==> config.mk <==
export PLATFORM = sky130hd
export DESIGN_NAME = sfi_integrator
export DESIGN_NICKNAME = d
export VERILOG_FILES = /design/src/rtl/sfi_pkg.sv /design/src/rtl/sfi_cfg_reg.sv /design/src/rtl/sfi_accum.sv /design/src/rtl/sfi_out_stage.sv /design/src/rtl/sfi_integrator.sv
export SDC_FILE = /design/constraint.sdc
export NUM_CORES = 1
export LEC_CHECK = 0
export ABC_AREA = 1
export BUFFER_PORTS_ARGS = -buffer_cell sky130_fd_sc_hd__buf_4
export CAP_MARGIN = 20
export CORE_AREA = 5 5 136 190
export CTS_BUF_LIST = sky130_fd_sc_hd__clkbuf_2
export CTS_CLUSTER_SIZE = 40
export DETAILED_ROUTE_END_ITERATION = 8
export DIE_AREA = 0 0 141 195
export MAX_ROUTING_LAYER = met4
export PLACE_DENSITY = 0.57
export SYNTH_ARGS = -nofsm -noshare
export SYNTH_HDL_FRONTEND = slang
export SYNTH_SLANG_ARGS = --single-unit
==> constraint.sdc <==
create_clock -name clk -period 6.4 [get_ports clk]
set_clock_uncertainty 0.15 [all_clocks]
set_input_delay 1.28 -clock clk [delete_from_list [all_inputs] [get_ports clk]]
set_output_delay 1.28 -clock clk [all_outputs]
set_load 0.05 [all_outputs]
==> src/rtl/sfi_pkg.sv <==
package sfi_pkg;

    localparam int ACC_W   = 32;
    localparam int OUT_W   = 32;
    localparam int WIN_W   = 16;
    localparam int SHIFT_W = 5;
    localparam int RATIO_W = 7;
    localparam int CFG_W   = 16;

    // Configuration word, MSB first: ratio code, demod flag, hold mode,
    // integrator enable, 32-bit format, window shift.
    typedef struct packed {
        logic [RATIO_W-1:0] ratio;
        logic               demod_en;
        logic               hold_mode;
        logic               integ_en;
        logic               fmt32;
        logic [SHIFT_W-1:0] shift;
    } sfi_cfg_t;

    // Source of an output transfer in the current cycle.
    typedef enum logic [1:0] {
        XF_NONE = 2'd0,
        XF_RAW  = 2'd1,
        XF_CNT  = 2'd2,
        XF_HOLD = 2'd3
    } xfer_src_e;

    typedef struct packed {
        xfer_src_e                src;
        logic signed [ACC_W-1:0]  value;
    } xfer_t;

    // Arithmetic shift right, then clamp into a signed 16-bit window,
    // sign-extended to the output width.
    function automatic logic [OUT_W-1:0] window_sat(
        input logic signed [ACC_W-1:0] v,
        input logic [SHIFT_W-1:0]      sh
    );
        logic signed [ACC_W-1:0] s;
        logic [ACC_W-WIN_W:0]    upper;
        s     = v >>> sh;
        upper = s[ACC_W-1:WIN_W-1];
        if ((&upper) || !(|upper))
            return {{(OUT_W-WIN_W){s[WIN_W-1]}}, s[WIN_W-1:0]};
        else if (s[ACC_W-1])
            return {{(OUT_W-WIN_W){1'b1}}, 1'b1, {(WIN_W-1){1'b0}}};
        else
            return {{(OUT_W-WIN_W+1){1'b0}}, {(WIN_W-1){1'b1}}};
    endfunction

endpackage

==> src/rtl/sfi_cfg_reg.sv <==
module sfi_cfg_reg
    import sfi_pkg::*;
(
    input  logic             clk,
    input  logic             rst,
    input  logic             wr,
    input  logic [CFG_W-1:0] wdata,
    output sfi_cfg_t         cfg_q
);

    always_ff @(posedge clk) begin
        if (rst)
            cfg_q <= '0;
        else if (wr)
            cfg_q <= sfi_cfg_t'(wdata);
    end

    // Configuration only changes on a write.
    assert_cfg_stable_R1: assert property (@(posedge clk) disable iff (rst)
        !wr |=> $stable(cfg_q));

    assert_cfg_load_R1: assert property (@(posedge clk) disable iff (rst)
        wr |=> (cfg_q == sfi_cfg_t'($past(wdata))));

endmodule

==> src/rtl/sfi_accum.sv <==
module sfi_accum
    import sfi_pkg::*;
#(
    parameter int SAMP_W = 24
) (
    input  logic                     clk,
    input  logic                     rst,
    input  logic                     restart,
    input  logic                     integ_en,
    input  logic                     hold_mode,
    input  logic [RATIO_W-1:0]       ratio,
    input  logic                     samp_valid,
    input  logic signed [SAMP_W-1:0] samp_data,
    input  logic                     hold_strobe,
    output xfer_t                    xfer
);

    logic signed [ACC_W-1:0] acc_q;
    logic [RATIO_W-1:0]      cnt_q;
    logic signed [ACC_W-1:0] samp_ext;
    logic signed [ACC_W-1:0] sum;

    generate
        if (ACC_W > SAMP_W) begin : g_ext
            assign samp_ext = {{(ACC_W-SAMP_W){samp_data[SAMP_W-1]}}, samp_data};
        end else begin : g_noext
            assign samp_ext = samp_data[ACC_W-1:0];
        end
    endgenerate

    assign sum = samp_valid ? (acc_q + samp_ext) : acc_q;

    always_comb begin
        xfer.src   = XF_NONE;
        xfer.value = sum;
        if (restart) begin
            xfer.src = XF_NONE;
        end else if (!integ_en) begin
            xfer.value = samp_ext;
            if (samp_valid)
                xfer.src = XF_RAW;
        end else if (hold_mode) begin
            if (hold_strobe)
                xfer.src = XF_HOLD;
        end else begin
            if (samp_valid && (cnt_q == ratio))
                xfer.src = XF_CNT;
        end
    end

    always_ff @(posedge clk) begin
        if (rst || restart || !integ_en) begin
            acc_q <= '0;
            cnt_q <= '0;
        end else if (xfer.src != XF_NONE) begin
            acc_q <= '0;
            cnt_q <= '0;
        end else if (samp_valid) begin
            acc_q <= sum;
            if (!hold_mode)
                cnt_q <= cnt_q + 1'b1;
        end
    end

    // Count mode never holds more than ratio+1 samples.
    assert_cnt_bound_R3: assert property (@(posedge clk) disable iff (rst)
        (integ_en && !hold_mode && !restart) |=> (cnt_q <= ratio));

    // After a transfer the next sum starts from zero.
    assert_clear_after_xfer_R6: assert property (@(posedge clk) disable iff (rst)
        (xfer.src != XF_NONE) |=> (acc_q == '0));

    // A count-mode transfer only happens on a sample.
    assert_cnt_needs_sample_R3: assert property (@(posedge clk) disable iff (rst)
        (xfer.src == XF_CNT) |-> samp_valid);

endmodule

==> src/rtl/sfi_out_stage.sv <==
module sfi_out_stage
    import sfi_pkg::*;
(
    input  logic               clk,
    input  logic               rst,
    input  xfer_t              xfer,
    input  logic               fmt32,
    input  logic [SHIFT_W-1:0] shift,
    output logic [OUT_W-1:0]   dout,
    output logic               dready
);

    logic [OUT_W-1:0] formatted;

    always_comb begin
        if (fmt32)
            formatted = OUT_W'(xfer.value);
        else
            formatted = window_sat(xfer.value, shift);
    end

    always_ff @(posedge clk) begin
        if (rst) begin
            dout   <= '0;
            dready <= 1'b0;
        end else begin
            dready <= (xfer.src != XF_NONE);
            if (xfer.src != XF_NONE)
                dout <= formatted;
        end
    end

    // A 16-bit result is always a sign extension on the wide bus.
    assert_win_sext_R8: assert property (@(posedge clk) disable iff (rst)
        (dready && !$past(fmt32)) |-> (dout[OUT_W-1:WIN_W] == {(OUT_W-WIN_W){dout[WIN_W-1]}}));

    // The output word holds between updates.
    assert_dout_hold_R10: assert property (@(posedge clk) disable iff (rst)
        !dready |-> $stable(dout));

endmodule

==> src/rtl/sfi_integrator.sv <==
module sfi_integrator
    import sfi_pkg::*;
#(
    parameter int SAMP_W = 24
) (
    input  logic                     clk,
    input  logic                     rst,
    input  logic                     cfg_wr,
    input  logic [15:0]              cfg_data,
    input  logic                     samp_valid,
    input  logic signed [SAMP_W-1:0] samp_data,
    input  logic                     hold_strobe,
    output logic [31:0]              dout,
    output logic                     dready
);

    sfi_cfg_t cfg_q;
    xfer_t    xfer;

    sfi_cfg_reg u_cfg (
        .clk   (clk),
        .rst   (rst),
        .wr    (cfg_wr),
        .wdata (cfg_data),
        .cfg_q (cfg_q)
    );

    sfi_accum #(.SAMP_W(SAMP_W)) u_accum (
        .clk         (clk),
        .rst         (rst),
        .restart     (cfg_wr),
        .integ_en    (cfg_q.integ_en),
        .hold_mode   (cfg_q.hold_mode),
        .ratio       (cfg_q.ratio),
        .samp_valid  (samp_valid),
        .samp_data   (samp_data),
        .hold_strobe (hold_strobe),
        .xfer        (xfer)
    );

    sfi_out_stage u_out (
        .clk    (clk),
        .rst    (rst),
        .xfer   (xfer),
        .fmt32  (cfg_q.fmt32),
        .shift  (cfg_q.shift),
        .dout   (dout),
        .dready (dready)
    );

    // A data-ready pulse always follows a sample or a strobe.
    assert_ready_cause_R10: assert property (@(posedge clk) disable iff (rst)
        dready |-> $past(samp_valid || hold_strobe));

    // Bypass with 32-bit format hands over the sign-extended sample.
    assert_raw_path_R2: assert property (@(posedge clk) disable iff (rst)
        (dready && $past(!cfg_q.integ_en && cfg_q.fmt32))
            |-> ($signed(dout) == $past(32'(samp_data))));

    // No update may follow a configuration write cycle.
    assert_wr_no_ready_R11: assert property (@(posedge clk) disable iff (rst)
        cfg_wr |=> !dready);

endmodule

==> flow_metrics.tcl, run 1 <==
set metrics [dict create \
    synth_edf_count 0 \
    cts_max_level 3 \
    holdWs_ns 0.320 \
    drc 0 \
    syn_avg_cell_area_um2 5.63 \
    tritoncts "done" \
    outcome "completed" \
    grt_pass1_wl_um 43500 \
    tns_ns 0 \
    cap_violations 0 \
    syn_area_um2 8230 \
    place_inst 1793 \
    p_leak_nw 4.94 \
    antenna_found_initial 1 \
    wl_per_cell_um 15.1 \
    p_seq_share_pct 39.2 \
    synth_top_cell_area_share_pct 24.0 \
    worstPathArrival_ns 5.00 \
    power.switching_mw 0.664 \
    cts-root-buf "clkbuf_2" \
    critPathBufInv 1 \
    clkPwrFrac_pct 21.5 \
    fill_cells 2769 \
    grt_max_degree 63 \
    synth.net_count 1539 \
    seq_area_frac_synth_pct 21.2 \
    vdd_ir_drop_max_v 0.0000673 \
    cts_buffers 9 \
    hp-class "reg -> reg" \
    grt_usage_pct 20.3 \
    synthSimpleGateAreaFrac_pct 47.7 \
    worst_slew_pin_slew_ns 1.09 \
    ys.flop_type "dfxtp_1" \
    synth_top_family_by_area "simple AND/OR/NAND/NOR gates" \
    syn_inst 1461 \
    drive_gt1_share_pct 11.7 \
    crit_path_top_delay_cell "fa_1" \
    setup_viol_count_final 0 \
    syn2layout_area_growth_pct 10.5 \
    post_cts_buffers 0 \
    setup_slack_ns 1.86 \
    grt_overflow 0 \
    start_util_pct 34.6 \
    synthTopCellsByArea "nand2_1 (24%), dfxtp_1 (21%), nand3_1 (12%), inv_1 (7.4%), o21ai_0 (5.0%)" \
    slew-limit-headroom_pct 27.4 \
    die_w_um 141 \
    cts.sinks 87 \
    pwr-share-comb_pct 39.3 \
    rsz0062_at_grt "false" \
    crit_path_max_incr_delay_ns 0.49 \
    cts_buffer_depth 2 \
    start_kind "primary input" \
    grt_pass1_vias 8514 \
    cpLargestDelayFamily "simple AND/OR/NAND/NOR gates" \
    max_freq_ghz 0.220 \
    via_per_inst 5.01 \
    r2r_setup_slack_ns 2.26 \
    detail_route.iter0.violations 671 \
    row_count 67 \
    fin_area_um2 9100 \
    die_area_um2 27500 \
    yosysWarnings 0 \
    required_ns 6.86 \
    portBuffers 76 \
    period_needed_ns 4.54 \
    wl_um 27300 \
    antenna_left 0 \
    synth_cell_types 44 \
    clkLatencyLatePin_ns 0.68 \
    synth-seq-cells 87 \
    synth-compound-area-share_pct 11.7 \
    final_cells 1810 \
    end_kind "flip-flop" \
    io_pins 78 \
    utilization_pct 38.2 \
    synth.area.mux_share_pct 0.608 \
    sw_frac_of_total_pct 43.7 \
    cts.hold.buffers_added 0 \
    clk_pin_slew_ns 0.25 \
    final_nets 1572 \
    crit_type "in -> reg" \
    dpl.hpwl_um 21500 \
    num_vias 9070 \
    synth_top_area_cell "nand2_1" \
    place_area_um2 8980 \
    post-route-period-util_pct 70.9 \
    crit_path_frequent_cell "nand2_1" \
    place_ws_ns 1.19 \
    internal_power_mw 0.857 \
    finalPower_mw 1.52 \
    finalHoldViolCount 0 \
    async_flop_share_pct 0 \
    power_density_nw_per_um2 167 \
    dr.pass1.iters 5 \
    crit_fanout 15 \
    die_h_um 195 \
    synth-xor-area-share_pct 2.34 \
    synthAdderAreaFrac_pct 5.11 \
    routabilityCongestion 0.938 \
    core-area_um2 23800 \
    cts_resized 0 \
    drv_slew 0 \
]
## state kept, by name (all words and copies together), names as in the netlist
register       count
u_accum.acc_q     32
u_out.dout        32
u_cfg.cfg_q       15
u_accum.cnt_q      7
u_out.dready       1
## power by group through the flow
stage	Combinational [mW]	Clock [mW]	Sequential, mW
final	0.597	0.327	0.596
after global routing	0.668	0.364	0.600
after global placement	0.596	0	0.605
after CTS	0.598	0.346	0.596
after floorplan	0.384	0	0.649
after detailed placement	0.597	0	0.605
## cell type report
type | instances | area [um^2] | area share, %
multi-input cells | 1135 | 5550 | 61.0
clock inverters | 6 | 67.6 | 0.743
well taps | 310 | 388 | 4.26
inverters | 177 | 664 | 7.30
diodes | 1 | 2.50 | 0.0275
flip-flops and latches | 87 | 1740 | 19.1
clock buffers | 10 | 50.0 | 0.550
repair buffers | 84 | 631 | 6.93
## cell families (layout without fill, tap and decap cells)
group,Yosys count,in the layout
AO/OA/AOI/OAI,173,173
XOR/XNOR,22,22
adder cells (fa/ha/maj),33,33
buffers and inverters,239,277
flip-flops,87,87
multiplexers,5,5
other,0,1
AND/OR/NAND/NOR,902,902
## final timing paths
| kind | from | to | cells past startpoint |
|---|---|---|---|
| max | samp_data[0] | u_out.dout[3] | 26 |
| min | u_out.dout[13] | u_out.dout[13] | 2 |
| max reg2reg | u_accum.acc_q[0] | u_out.dout[3] | 25 |
| min reg2reg | u_out.dout[13] | u_out.dout[13] | 2 |
## layer usage
metal	vias up	part of all wire [%]	global-route usage, %
met5	-	0	-
met4	0	2.7	6.75
met3	38	2.7	2.28
met2	174	53	37.0
met1	4138	42	22.9
li1	4720	-	-
## layout by cell type (no fill, tap or decap), drive strengths merged, types with 4 or more instances in the layout
master and count:
a21oi 56, a31oi 4, buf 84, clkbuf 10, clkinv 7, dfxtp 87
ha 32, inv 174, mux2i 5, nand2 539, nand3 217, nand4 6
nor2 113, o211ai 13, o21a 6, o21ai 85, or2 21, xnor2 17
xor2 5
## synth_stat cells, types with 9 or more instances
| library cell | count |
|---|---|
| nand2_1 | 526 |
| or2_2 | 21 |
| xnor2_1 | 17 |
| dfxtp_1 | 87 |
| nand2_2 | 11 |
| nor2_1 | 106 |
| a21oi_1 | 55 |
| nand3_2 | 22 |
| buf_2 | 13 |
| clkbuf_1 | 39 |
| o21ai_0 | 83 |
| inv_1 | 162 |
| nand3_1 | 195 |
| inv_2 | 9 |
| ha_1 | 32 |
| o211ai_1 | 13 |
## tightest hold or removal path, delay by kind of cell (launching register included)
family	cells	cell delay, ns
flip-flops	1	0.37
AND/OR/NAND/NOR	2	0.10
Note: power is estimated with default switching activity, not from simulation.
==> inputs of run 2 (changes only) <==
clock period = 4.2 ns   (was 6.4 ns; I/O delays follow)
==> run 2 against run 1 <==
Compared with the run above: via count rose by 2.9%; total power rose by 61%; clock power rose by 54%; combinational power rose by 78%; critical endpoint unchanged; largest power group unchanged; highest routed layer unchanged.
==> flow_metrics.tcl, run 2 (synthesis gave the netlist of run 1 again) <==
set metrics [dict create \
    outcome "completed" \
    critical_path.startpoint "u_accum.acc_q[0]" \
    cts.sinks 87 \
    cts_buffer_depth 2 \
    cts-root-buf "clkbuf_2" \
    worst_slew_pin_slew_ns 0.804 \
    cts.hold.buffers_added 0 \
    required_ns 4.63 \
    crit_path_top_delay_cell "fa_1" \
    p_seq_share_pct 36.4 \
    hp-class "in -> reg" \
    rsz0062_at_grt "false" \
    tritoncts "done" \
    row_count 67 \
    cts_buffers 9 \
    crit_path_max_incr_delay_ns 0.41 \
    crit_type "reg -> reg" \
    wl_um 28000 \
    sw_frac_of_total_pct 42.4 \
    cts_max_level 3 \
    antenna_found_initial 1 \
    via_per_inst 4.86 \
    clk_pin_slew_ns 0.29 \
    holdWs_ns 0.191 \
    internal_power_mw 1.41 \
    dr.pass1.iters 5 \
    wl_per_cell_um 14.6 \
    place_ws_ns -0.247 \
    post_cts_buffers 0 \
    worstPathArrival_ns 4.22 \
    final_nets 1682 \
    final_cell_mix "nand2_1 (526), nand3_1 (195), buf_4 (191)" \
    top_regs "u_accum.acc_q (32), u_out.dout (32), u_cfg.cfg_q (15)" \
    cpLargestDelayFamily "simple AND/OR/NAND/NOR gates" \
    post-route-period-util_pct 90.3 \
    io_pins 78 \
    fill_cells 2686 \
    vdd_ir_drop_max_v 0.000111 \
    p_leak_nw 5.49 \
    finalPower_mw 2.45 \
    setup_viol_count_final 0 \
    grt_overflow 0 \
    dpl.hpwl_um 22700 \
    pwr-share-comb_pct 43.2 \
    finalHoldViolCount 0 \
    grt_pass1_vias 8994 \
    power.switching_mw 1.04 \
    timing.rr.start "u_accum.acc_q[0]" \
    slew-limit-headroom_pct 46.4 \
    grt_usage_pct 21.0 \
    clkPwrFrac_pct 20.5 \
    end_kind "flip-flop" \
    drive_gt1_share_pct 17.8 \
    die_h_um 195 \
    core-area_um2 23800 \
    power_density_nw_per_um2 246 \
    drc 0 \
    grt_pass1_wl_um 45100 \
    clkLatencyLatePin_ns 0.66 \
    syn2layout_area_growth_pct 21.1 \
    cts_resized 0 \
    portBuffers 76 \
    start_kind "flip-flop" \
    setup_slack_ns 0.408 \
    cap_violations 0 \
    grt_max_degree 47 \
    die_area_um2 27500 \
    crit_path_frequent_cell "nand2_1" \
    num_vias 9333 \
    routabilityCongestion 0.909 \
    crit_fanout 15 \
    min-delay-start "rst" \
    max_freq_ghz 0.264 \
    start_util_pct 34.6 \
    antenna_left 0 \
    drv_slew 0 \
    critPathBufInv 1 \
    detail_route.iter0.violations 602 \
    period_needed_ns 3.79 \
    die_w_um 141 \
    final_common_cell "nand2_1" \
]
[run 2: power groups by stage]
stage	sequential (mW)	clock, mW	combinational, mW
finish	0.891	0.502	1.06
global route	0.897	0.554	1.18
CTS	0.891	0.530	1.06
detailed placement	0.905	0	1.06
global placement	0.905	0	1.06
floorplan	0.989	0	0.585
[run 2: worst reg2reg max path: cells and delay by family (launching register included)]
kind                       cells  cell delay (ns)
buffers and inverters          1             0.14
DFF                            1             0.38
adders and majority gates      2             0.62
and+or+nand+nor               24             2.42
[run 2: path summary, 6_finish.rpt]
path | endpoint | slack, ns | depth (start not counted)
setup / recovery | u_out.dout[3] | 0.41 | 27
hold / removal | u_out.dout[31] | 0.19 | 2
setup reg to reg | u_out.dout[3] | 0.41 | 27
hold reg to reg | u_out.dout[0] | 0.32 | 2
[run 2: cell type report]
class	count	area [um^2]	area share, %
Multi-Input combinational cell	1135	5550	55.7
Sequential cell	87	1740	17.5
Timing Repair Buffer	194	1490	15.0
Antenna cell	1	2.50	0.0251
Inverter	177	664	6.66
Tap cell	310	388	3.89
Clock inverter	7	80.1	0.803
Clock buffer	9	45.0	0.452
[run 2: per-stage QoR]
step                cells  util, %  TNS [ns]  cell area (um^2)
floorplan            1461        -         0              8230
global placement     1903     41.3     -3.15              9840
detailed placement   1903     41.3     -2.98              9840
CTS                  1919     41.9         0              9970
global route         1920     41.9         0              9970
finish               1920     41.9         0              9970
[run 2: metal layers]
layer	wire (um)	vias to the layer above	global-route usage, %
li1	-	4944	-
met1	11700	4166	23.8
met2	14600	176	37.9
met3	793	47	1.93
met4	862	0	7.76
met5	0	-	-
